===== config.mk =====
export PLATFORM = sky130hd
export DESIGN_NAME = bitstream_capture
export DESIGN_NICKNAME = d
export VERILOG_FILES = /design/src/rtl/sdcap_pkg.sv /design/src/rtl/sdcap_pin_sync.sv /design/src/rtl/sdcap_edge_qual.sv /design/src/rtl/sdcap_spacing_mon.sv /design/src/rtl/bitstream_capture.sv
export SDC_FILE = /design/constraint.sdc
export NUM_CORES = 1
export LEC_CHECK = 0
export ABC_CLOCK_PERIOD_IN_PS = 2600
export CAP_MARGIN = 20
export CORE_UTILIZATION = 55
export CTS_BUF_LIST = sky130_fd_sc_hd__clkbuf_8 sky130_fd_sc_hd__clkbuf_16
export DETAILED_ROUTE_END_ITERATION = 12
export DONT_BUFFER_PORTS = 1
export GPL_ROUTABILITY_DRIVEN = 0
export GPL_TIMING_DRIVEN = 0
export PLACE_DENSITY = 0.81
export SLEW_MARGIN = 20
export SYNTH_ARGS = -nofsm -noshare
export SYNTH_HDL_FRONTEND = slang
export SYNTH_HIERARCHICAL = 1
export SYNTH_SLANG_ARGS = --single-unit
export TNS_END_PERCENT = 10

===== constraint.sdc =====
create_clock -name clk -period 2.6 [get_ports clk]
set_clock_uncertainty 0.1 [all_clocks]
set_input_delay 0.39 -clock clk [delete_from_list [all_inputs] [get_ports clk]]
set_output_delay 0.39 -clock clk [all_outputs]
set_load 0.05 [all_outputs]

===== src/rtl/sdcap_pkg.sv =====
package sdcap_pkg;
  typedef enum logic [2:0] {
    CAP_RISE     = 3'b000,
    CAP_BOTH     = 3'b001,
    CAP_MANCH    = 3'b010,
    CAP_FALL     = 3'b011,
    CAP_ALT_RISE = 3'b100,
    CAP_ALT_FALL = 3'b101
  } cap_mode_e;
endpackage


===== src/rtl/sdcap_pin_sync.sv =====
module sdcap_pin_sync #(
  parameter int STAGES = 2
) (
  input  logic clk,
  input  logic rst_n,
  input  logic raw,
  input  logic use_sync,
  output logic pin
);
  logic [STAGES-1:0] ff;

  always_ff @(posedge clk or negedge rst_n) begin
    if (!rst_n) begin
      ff <= '0;
    end else begin
      ff[0] <= raw;
      for (int i = 1; i < STAGES; i++) ff[i] <= ff[i-1];
    end
  end

  assign pin = use_sync ? ff[STAGES-1] : raw;
endmodule


===== src/rtl/sdcap_edge_qual.sv =====
module sdcap_edge_qual
  import sdcap_pkg::*;
#(
  parameter int GAP_W = 7,
  parameter int CNT_W = 8
) (
  input  logic             clk,
  input  logic             rst_n,
  input  logic             en,
  input  logic [2:0]       mode,
  input  logic             clk_s,
  input  logic             dat_s,
  input  logic [GAP_W-1:0] manch_thr,
  output logic             strobe,
  output logic             bit_o,
  output logic             any_edge
);
  localparam logic [CNT_W-1:0] GAP_MAX = '1;

  logic             clk_q, dat_q, alt_tog;
  logic [CNT_W-1:0] gap;
  logic             rise, fall, dtr, manch_ok, hit;
  cap_mode_e        md;

  assign md       = cap_mode_e'(mode);
  assign rise     = clk_s & ~clk_q;
  assign fall     = ~clk_s & clk_q;
  assign dtr      = dat_s ^ dat_q;
  assign manch_ok = dtr && (gap >= CNT_W'(manch_thr));

  always_comb begin
    case (md)
      CAP_RISE:     hit = rise;
      CAP_BOTH:     hit = rise | fall;
      CAP_FALL:     hit = fall;
      CAP_ALT_RISE: hit = rise & ~alt_tog;
      CAP_ALT_FALL: hit = fall & ~alt_tog;
      CAP_MANCH:    hit = manch_ok;
      default:      hit = 1'b0;
    endcase
  end

  assign strobe   = en & hit;
  assign bit_o    = dat_s;
  assign any_edge = en & ((md == CAP_MANCH) ? dtr : (rise | fall));

  always_ff @(posedge clk or negedge rst_n) begin
    if (!rst_n) begin
      clk_q   <= 1'b0;
      dat_q   <= 1'b0;
      alt_tog <= 1'b0;
      gap     <= GAP_MAX;
    end else begin
      clk_q <= clk_s;
      dat_q <= dat_s;
      if (!en) begin
        alt_tog <= 1'b0;
        gap     <= GAP_MAX;
      end else begin
        if ((md == CAP_ALT_RISE && rise) || (md == CAP_ALT_FALL && fall))
          alt_tog <= ~alt_tog;
        if (md == CAP_MANCH && manch_ok) gap <= '0;
        else if (gap != GAP_MAX)         gap <= gap + 1'b1;
      end
    end
  end
endmodule


===== src/rtl/sdcap_spacing_mon.sv =====
module sdcap_spacing_mon #(
  parameter int CNT_W = 8
) (
  input  logic             clk,
  input  logic             rst_n,
  input  logic             en,
  input  logic             edge_i,
  input  logic [CNT_W-1:0] wdog_lim,
  output logic [CNT_W-1:0] period,
  output logic             halt
);
  localparam logic [CNT_W-1:0] CNT_MAX = '1;

  logic [CNT_W-1:0] cnt, spacing;
  logic             seen;

  assign spacing = (cnt == CNT_MAX) ? cnt : cnt + 1'b1;
  assign halt    = en && (wdog_lim != '0) && !edge_i && (cnt >= wdog_lim);

  always_ff @(posedge clk or negedge rst_n) begin
    if (!rst_n) begin
      cnt    <= '0;
      seen   <= 1'b0;
      period <= '0;
    end else if (!en) begin
      cnt    <= '0;
      seen   <= 1'b0;
      period <= '0;
    end else if (edge_i) begin
      cnt  <= '0;
      seen <= 1'b1;
      if (seen && spacing > period) period <= spacing;
    end else if (cnt != CNT_MAX) begin
      cnt <= cnt + 1'b1;
    end
  end
endmodule


===== src/rtl/bitstream_capture.sv =====
module bitstream_capture #(
  parameter int SYNC_STAGES = 2,
  parameter int GAP_W       = 7,
  parameter int CNT_W       = 8
) (
  input  logic             clk,
  input  logic             rst_n,
  input  logic             chan_en,
  input  logic [2:0]       mode,
  input  logic             sync_clk_sel,
  input  logic             sync_dat_sel,
  input  logic [GAP_W-1:0] manch_thr,
  input  logic [CNT_W-1:0] wdog_limit,
  input  logic             fail_ie,
  input  logic             fail_clr,
  input  logic             mod_clk,
  input  logic             mod_dat,
  input  logic             out_ready,
  output logic             out_valid,
  output logic             out_bit,
  output logic [CNT_W-1:0] period,
  output logic             fail_flag,
  output logic             fail_irq
);
  localparam int NPINS = 2;

  logic [NPINS-1:0] pin_raw, pin_sel, pin_s;
  logic             strobe, cap_bit, any_edge, halt;

  assign pin_raw = {mod_dat, mod_clk};
  assign pin_sel = {sync_dat_sel, sync_clk_sel};

  for (genvar g = 0; g < NPINS; g++) begin : g_pin
    sdcap_pin_sync #(.STAGES(SYNC_STAGES)) i_sync (
      .clk(clk), .rst_n(rst_n), .raw(pin_raw[g]),
      .use_sync(pin_sel[g]), .pin(pin_s[g])
    );
  end

  sdcap_edge_qual #(.GAP_W(GAP_W), .CNT_W(CNT_W)) i_qual (
    .clk(clk), .rst_n(rst_n), .en(chan_en), .mode(mode),
    .clk_s(pin_s[0]), .dat_s(pin_s[1]), .manch_thr(manch_thr),
    .strobe(strobe), .bit_o(cap_bit), .any_edge(any_edge)
  );

  sdcap_spacing_mon #(.CNT_W(CNT_W)) i_mon (
    .clk(clk), .rst_n(rst_n), .en(chan_en), .edge_i(any_edge),
    .wdog_lim(wdog_limit), .period(period), .halt(halt)
  );

  always_ff @(posedge clk or negedge rst_n) begin
    if (!rst_n) begin
      out_valid <= 1'b0;
      out_bit   <= 1'b0;
    end else if (strobe) begin
      out_valid <= 1'b1;
      out_bit   <= cap_bit;
    end else if (out_ready) begin
      out_valid <= 1'b0;
    end
  end

  always_ff @(posedge clk or negedge rst_n) begin
    if (!rst_n)        fail_flag <= 1'b0;
    else if (halt)     fail_flag <= 1'b1;
    else if (fail_clr) fail_flag <= 1'b0;
  end

  assign fail_irq = fail_flag & fail_ie;
endmodule


* After elaboration in Yosys (flattened, before gate mapping)
Index checks and enable logic that the tools add are counted.
** Cells by class
- Equal/unequal tests :: 13
- Mux-type cells :: 22
- Add/sub/neg operators :: 2
- Reductions and logical operators :: 15
- $lt $le $gt $ge :: 3
- Bitwise gates (word level) :: 12
** Operators by type and width (count)
- two-way mux 8 bit :: 10
- adder 8 x 1 -> 8 bit (second input constant) :: 2
- != test 8 bit (second input constant) :: 2
- two-way mux 1 bit :: 11
- == test 8 bit (second input constant) :: 1
- >= comparator 8 x 7 -> 1 bit :: 1
- >= comparator 8 bit :: 1
- greater-than comparator 8 bit :: 1
- logical AND 1 bit :: 8
- nonzero test 8 bit :: 1
- bitwise AND 1 bit :: 7
- == test 3 x 2 -> 1 bit (second input constant) :: 2
- == test 3 bit (second input constant) :: 2
- != test 2 x 1 -> 1 bit (second input constant) :: 3
- != test 3 x 1 -> 1 bit (second input constant) :: 2
- one-hot mux 1 bit (6 select lines) :: 1
- nonzero test 2 bit :: 2
- == test 3 x 1 -> 1 bit (second input constant) :: 1
- logical NOT 3 bit :: 1
- inverter 1 bit :: 3
- AND reduction 2 bit :: 1
- logical NOT 1 bit :: 1
- logical OR 1 bit :: 1
- OR 1 bit :: 1
- XOR 1 bit :: 1
** Storage, ports and cells
- Bits in registers :: 35
- Word-level logic and storage cells :: 79
- Output and inout bits :: 12
- Input bits :: 28

* Longest topological paths before layout
- Depth in word-level cells :: 10
- Gate-level depth with buffers :: 11
- Gate-level depth less buffers :: 10

* Cells and area by module
Netlist, hierarchy kept.
** By module, submodules not included
- sdcap_spacing_mon :: sequential area each 425.4 um^2, times used 1, area an instance 1277.5 um^2, cells each 143
- sdcap_edge_qual :: sequential area each 285.3 um^2, times used 1, area an instance 859.6 um^2, cells each 91
- sdcap_pin_sync :: sequential area each 50.0 um^2, times used 2, area an instance 65.1 um^2, cells each 3
- bitstream_capture :: sequential area each 75.1 um^2, times used 1, area an instance 120.1 um^2, cells each 9

* Worst setup path before layout
OpenSTA, ideal clock, no wires.
- Kind :: reg-to-reg
- Start :: reg i_mon.cnt[2]
- End :: reg i_mon.period[2]
- Library setup time :: 0.129 ns
- Setup slack :: -0.018 ns
- Data arrival time :: 2.389 ns
- Required time :: 2.371 ns
- Path buffers :: 0
- Stages on the path, launching flop included :: 10
- Clock period less this slack :: 2.618 ns
- Path through :: dfrtp_1 -> and4_2 -> nand4_1 -> mux2_2 -> ha_1 -> a21oi_1 -> o21ai_1 -> or4_1 -> nand3_1 -> a21boi_0
** On the way
- Longest elaborated chain between the ends :: 6
- Elaborated cells on any way between the ends :: 10
- Those cells by class :: add/sub (1); order compare (1); eq/ne (2); mux (4); reduce/logical (2)
** RTL lines
- from (decl) :: RTL line sdcap_spacing_mon.sv:14 : logic [CNT_W-1:0] cnt, spacing;
- from (signal assigned) :: RTL line sdcap_spacing_mon.sv:34 : cnt <= cnt + 1'b1;
- adder 8 x 1 -> 8 bit or == test 8 bit (tied branches) :: RTL line sdcap_spacing_mon.sv:17 : assign spacing = (cnt == CNT_MAX) ? cnt : cnt + 1'b1;
- two-way mux 8 bit * :: RTL line sdcap_spacing_mon.sv:17
- greater-than comparator 8 bit :: RTL line sdcap_spacing_mon.sv:32 : if (seen && spacing > period) period <= spacing;
- logical AND 1 bit :: RTL line sdcap_spacing_mon.sv:32
- != test 2 x 1 -> 1 bit (no source line)
- AND reduction 2 bit (no source line)
- to (signal assigned) :: RTL line sdcap_spacing_mon.sv:32
- to (decl) :: RTL line sdcap_spacing_mon.sv:9 : output logic [CNT_W-1:0] period,
Every way passes the cells marked *; elsewhere a longest branch is shown, timed or not. The select of a mux whose other input is x is not followed.
A chain may end at the register's enable or synchronous reset.

* Worst setup path in the final report
- Start :: reg i_mon.cnt[0]
- End :: reg i_mon.period[7]
Same word-level chain as after synthesis.

==> summary.md <==
| Metric | Value |
|---|---|
| R2r endpoint | i_mon/period[7] |
| Chip Width | 67.9 um |
| Tot GR Track Use | 23.4% |
| Minimum clock period | 2.69 ns |
| Post-Route WL | 5.27 mm |
| Worst R2R Path Depth | 12 |
| Vias/cell | 5.95 |
| Post-Synthesis Cells | 249 |
| MaxCap Viol Count | 0 |
| Row cnt | 23 |
| Area of the core | 4090 um^2 |
| Slew HR | 53.7% |
| Vias in the first global route | 1,763 |
| Via count | 1,909 |
| Min-Delay Endpoint | g_pin[1].i_sync/ff[0] |
| Reg-to-reg startpoint | i_mon/cnt[0] |
| Hold Crit Class | in2reg |
| CP Class | reg2reg |
| RSZ-0062 raised after global routing | yes |
| Sequential area share after synthesis | 37.1% |
| Total congestion overflow | 0 |
| Busiest metal layer after global routing | met2 |
| Leakage power | 0.00130 uW |
| Met1 Resource Use GR | 26.4% |
| Reg2Reg Setup Slack | -0.09 ns |
| DP Area | 2450 um^2 |
| Synth Area per Inst | 9.59 um^2 |
| Flops & latches, synth | 35 |
| Final period utilization | 103% |
| CTS buffer count | 5 |
| Final Max Slew Viols | 0 |
| Port bufs | 0 |
| Area of the multi-input gates | 1500 um^2 |
| Post-synth top cells | 29 x inv_1, 27 x dfrtp_1, 27 x ha_1 |
| Final core occ | 69.4% |
| Initial antenna violation count | 0 |
| Hold depth | 0 |
| Area contributors post-synth | dfrtp_1 28%, ha_1 14%, dfstp_2 8.8% |
| Most frequent cell after synthesis | inv_1 |
| Die footprint | 4610 um^2 |
| Area growth, synth to finish | 18.8% |
| Die height | 67.9 um |
| Netlist cell types | 55 |
| Leading area contributor after synthesis | dfrtp_1 |
| Post-route insts no fill | 321 |
| Worst vdd ir | 0.000375 V |
| Layout cells sized above 1 | 28.0% |
| Syn_nets | 304 |
| Final #Nets | 325 |
| CP endpoint kind | flop |
| ANT cells | 0 |
| Met2 Usage GRT | 41.6% |
| Worst Path Max Fanout | 10 |
| Asr flop ratio synth | 100% |
| WL/cell | 16.4 um |
| CTS max path bufs | 2 |
| First-pass GRT wire length | 7.81 mm |
| EDFF count, synth | 0 |
| Pin count of the biggest net entering global routing | 36 |
| Final number of hold-violating endpoints | 0 |
| Routed Antenna Nets | 0 |
| Clk root buf | clkbuf_8 |
| Req. time, crit path | 2.66 ns |
| Register area | 893 um^2 |
| Post-Syn Area | 2390 um^2 |
| CTS Sinks | 35 |
| Top_reg_cell synth | dfrtp_1 |
| Post-DP HPWL | 3.40 mm |
| Crit start category | flop |
| Met3 Resource Use GR | 6.33% |
| Area share of the largest cell type after synthesis | 28.3% |
| CTS tree | built |
| Crit path DAT | 2.75 ns |
| Deepest level of the CTS H-tree | 2 |
| Outcome | finished with violations |
| Peak Freq | 372 MHz |
| Filler cell count | 312 |
| Final setup vio count | 8 |
| Synth Warn # | 6 |
| Final WS setup | -0.0868 ns |
| Clk_lat worst skew | 0.29 ns |
| Cell area power density | 664 nW/um^2 |
| DR iter-0 viols | 132 |
| Placed cells | 299 |
| I/O pin cnt | 40 |
| Failing checks | setup timing |
| Worst-path clk slew | 0.07 ns |
| Measured slew at the worst slew-check pin | 0.689 ns |
| DRC errors left | 0 |
| Final instance area | 2840 um^2 |
| DRT Pass-1 Iters | 4 |
| Hold_sp | mod_dat |
| Starting Density | 58.4% |
[placed cells by master, fill, tap and decap left out, types with 4 or more instances in the layout]
cell type and instances:
dfrtp_1 21, ha_1 24, nand3_1 8, mux2_4 5, nand2_1 8, clkbuf_8 7, xnor2_1 4, nor2_1 11
a31oi_1 5, dfrtp_2 6, buf_4 14, a21boi_1 6, and3_1 4, nand2b_1 6, inv_1 30, o21ai_0 6
nand4_1 4, a21oi_2 5, nor2b_1 7, a21oi_1 8, dfstp_2 8, o21ai_1 7
[critical path: stages (launching register included)]
cell       delay, ns
dfrtp_1         0.42
ha_4            0.18
nand3_4         0.09
buf_4           0.16
nor3_2          0.20
a21oi_2         0.11
ha_1            0.33
and4_4          0.23
nand3_2         0.09
o2111ai_2       0.15
buf_6           0.18
o21ai_0         0.21
a21boi_1        0.11
[power breakdown]
part	switching [uW]	total, uW	internal, uW
registers	134	793	659
logic	331	664	333
clock network	188	426	238
total	654	1880	1230
[layout make-up]
cell class	count	area share [%]
multi-input combinational	177	52.8
sequential	35	31.5
timing repair buffer	14	4.37
inverter	29	3.84
clock buffer	7	3.40
tap	50	2.21
buffer	8	1.77
clock inverter	1	0.132
[per-layer routing]
layer	up-vias	wire [um]
met1	922	2220
met4	0	91
met5	-	0
li1	932	-
met3	11	284
met2	44	2680
[timing repair]
action                                  4_1_cts  5_1_grt
gates cloned                                  1        0
hold buffers                                  2        0
pin swaps                                     3       16
endpoints found under the hold margin        35        0
endpoints found under the setup margin        8        8
gates resized for setup                      19       35
setup buffers                                 6        5
[through the flow]
step	total power, uW	setup WS [ns]	hold WS (ns)	setup TNS (ns)
2_1_floorplan	1250	0.0268	-0.00559	0
3_3_place_gp	1340	-0.222	-0.00497	-1.70
3_5_place_dp	1370	-0.286	-0.00493	-2.09
4_1_cts	1840	-0.00610	0.0145	-0.00763
5_1_grt	2010	-0.183	0.00529	-1.11
6_report	1880	-0.0868	0.0256	-0.388
[logic make-up after synthesis]
family	Yosys count	synth area share, %
flops	35	37.1
buf+inv	37	6.13
compound gates	62	17.3
simple gates	74	19.1
xor+xnor	7	2.57
fa+ha+maj	27	14.2
mux	7	3.67
[state kept, by name, summed over array words and instances, names as in the netlist, 4 cells and up]
name             count
i_mon/period         8
i_qual/gap           8
i_mon/cnt            8
g_pin.i_sync/ff      4
[how the worst max path moves through the flow]
stage / start / to / slack [ns] / cells past startpoint
final: i_mon/cnt[0] / i_mon/period[7] / -0.09 / 12
after CTS: i_mon/cnt[1] / i_mon/period[5] / -0.006 / 10
after global routing: i_mon/cnt[0] / i_mon/period[7] / -0.18 / 12
after floorplan: i_mon/cnt[1] / i_mon/period[2] / 0.03 / 11
after detailed placement: i_mon/cnt[2] / i_mon/period[2] / -0.29 / 10
after global placement: i_mon/cnt[1] / i_mon/period[1] / -0.22 / 11
Power figures use the tool's default switching activity.
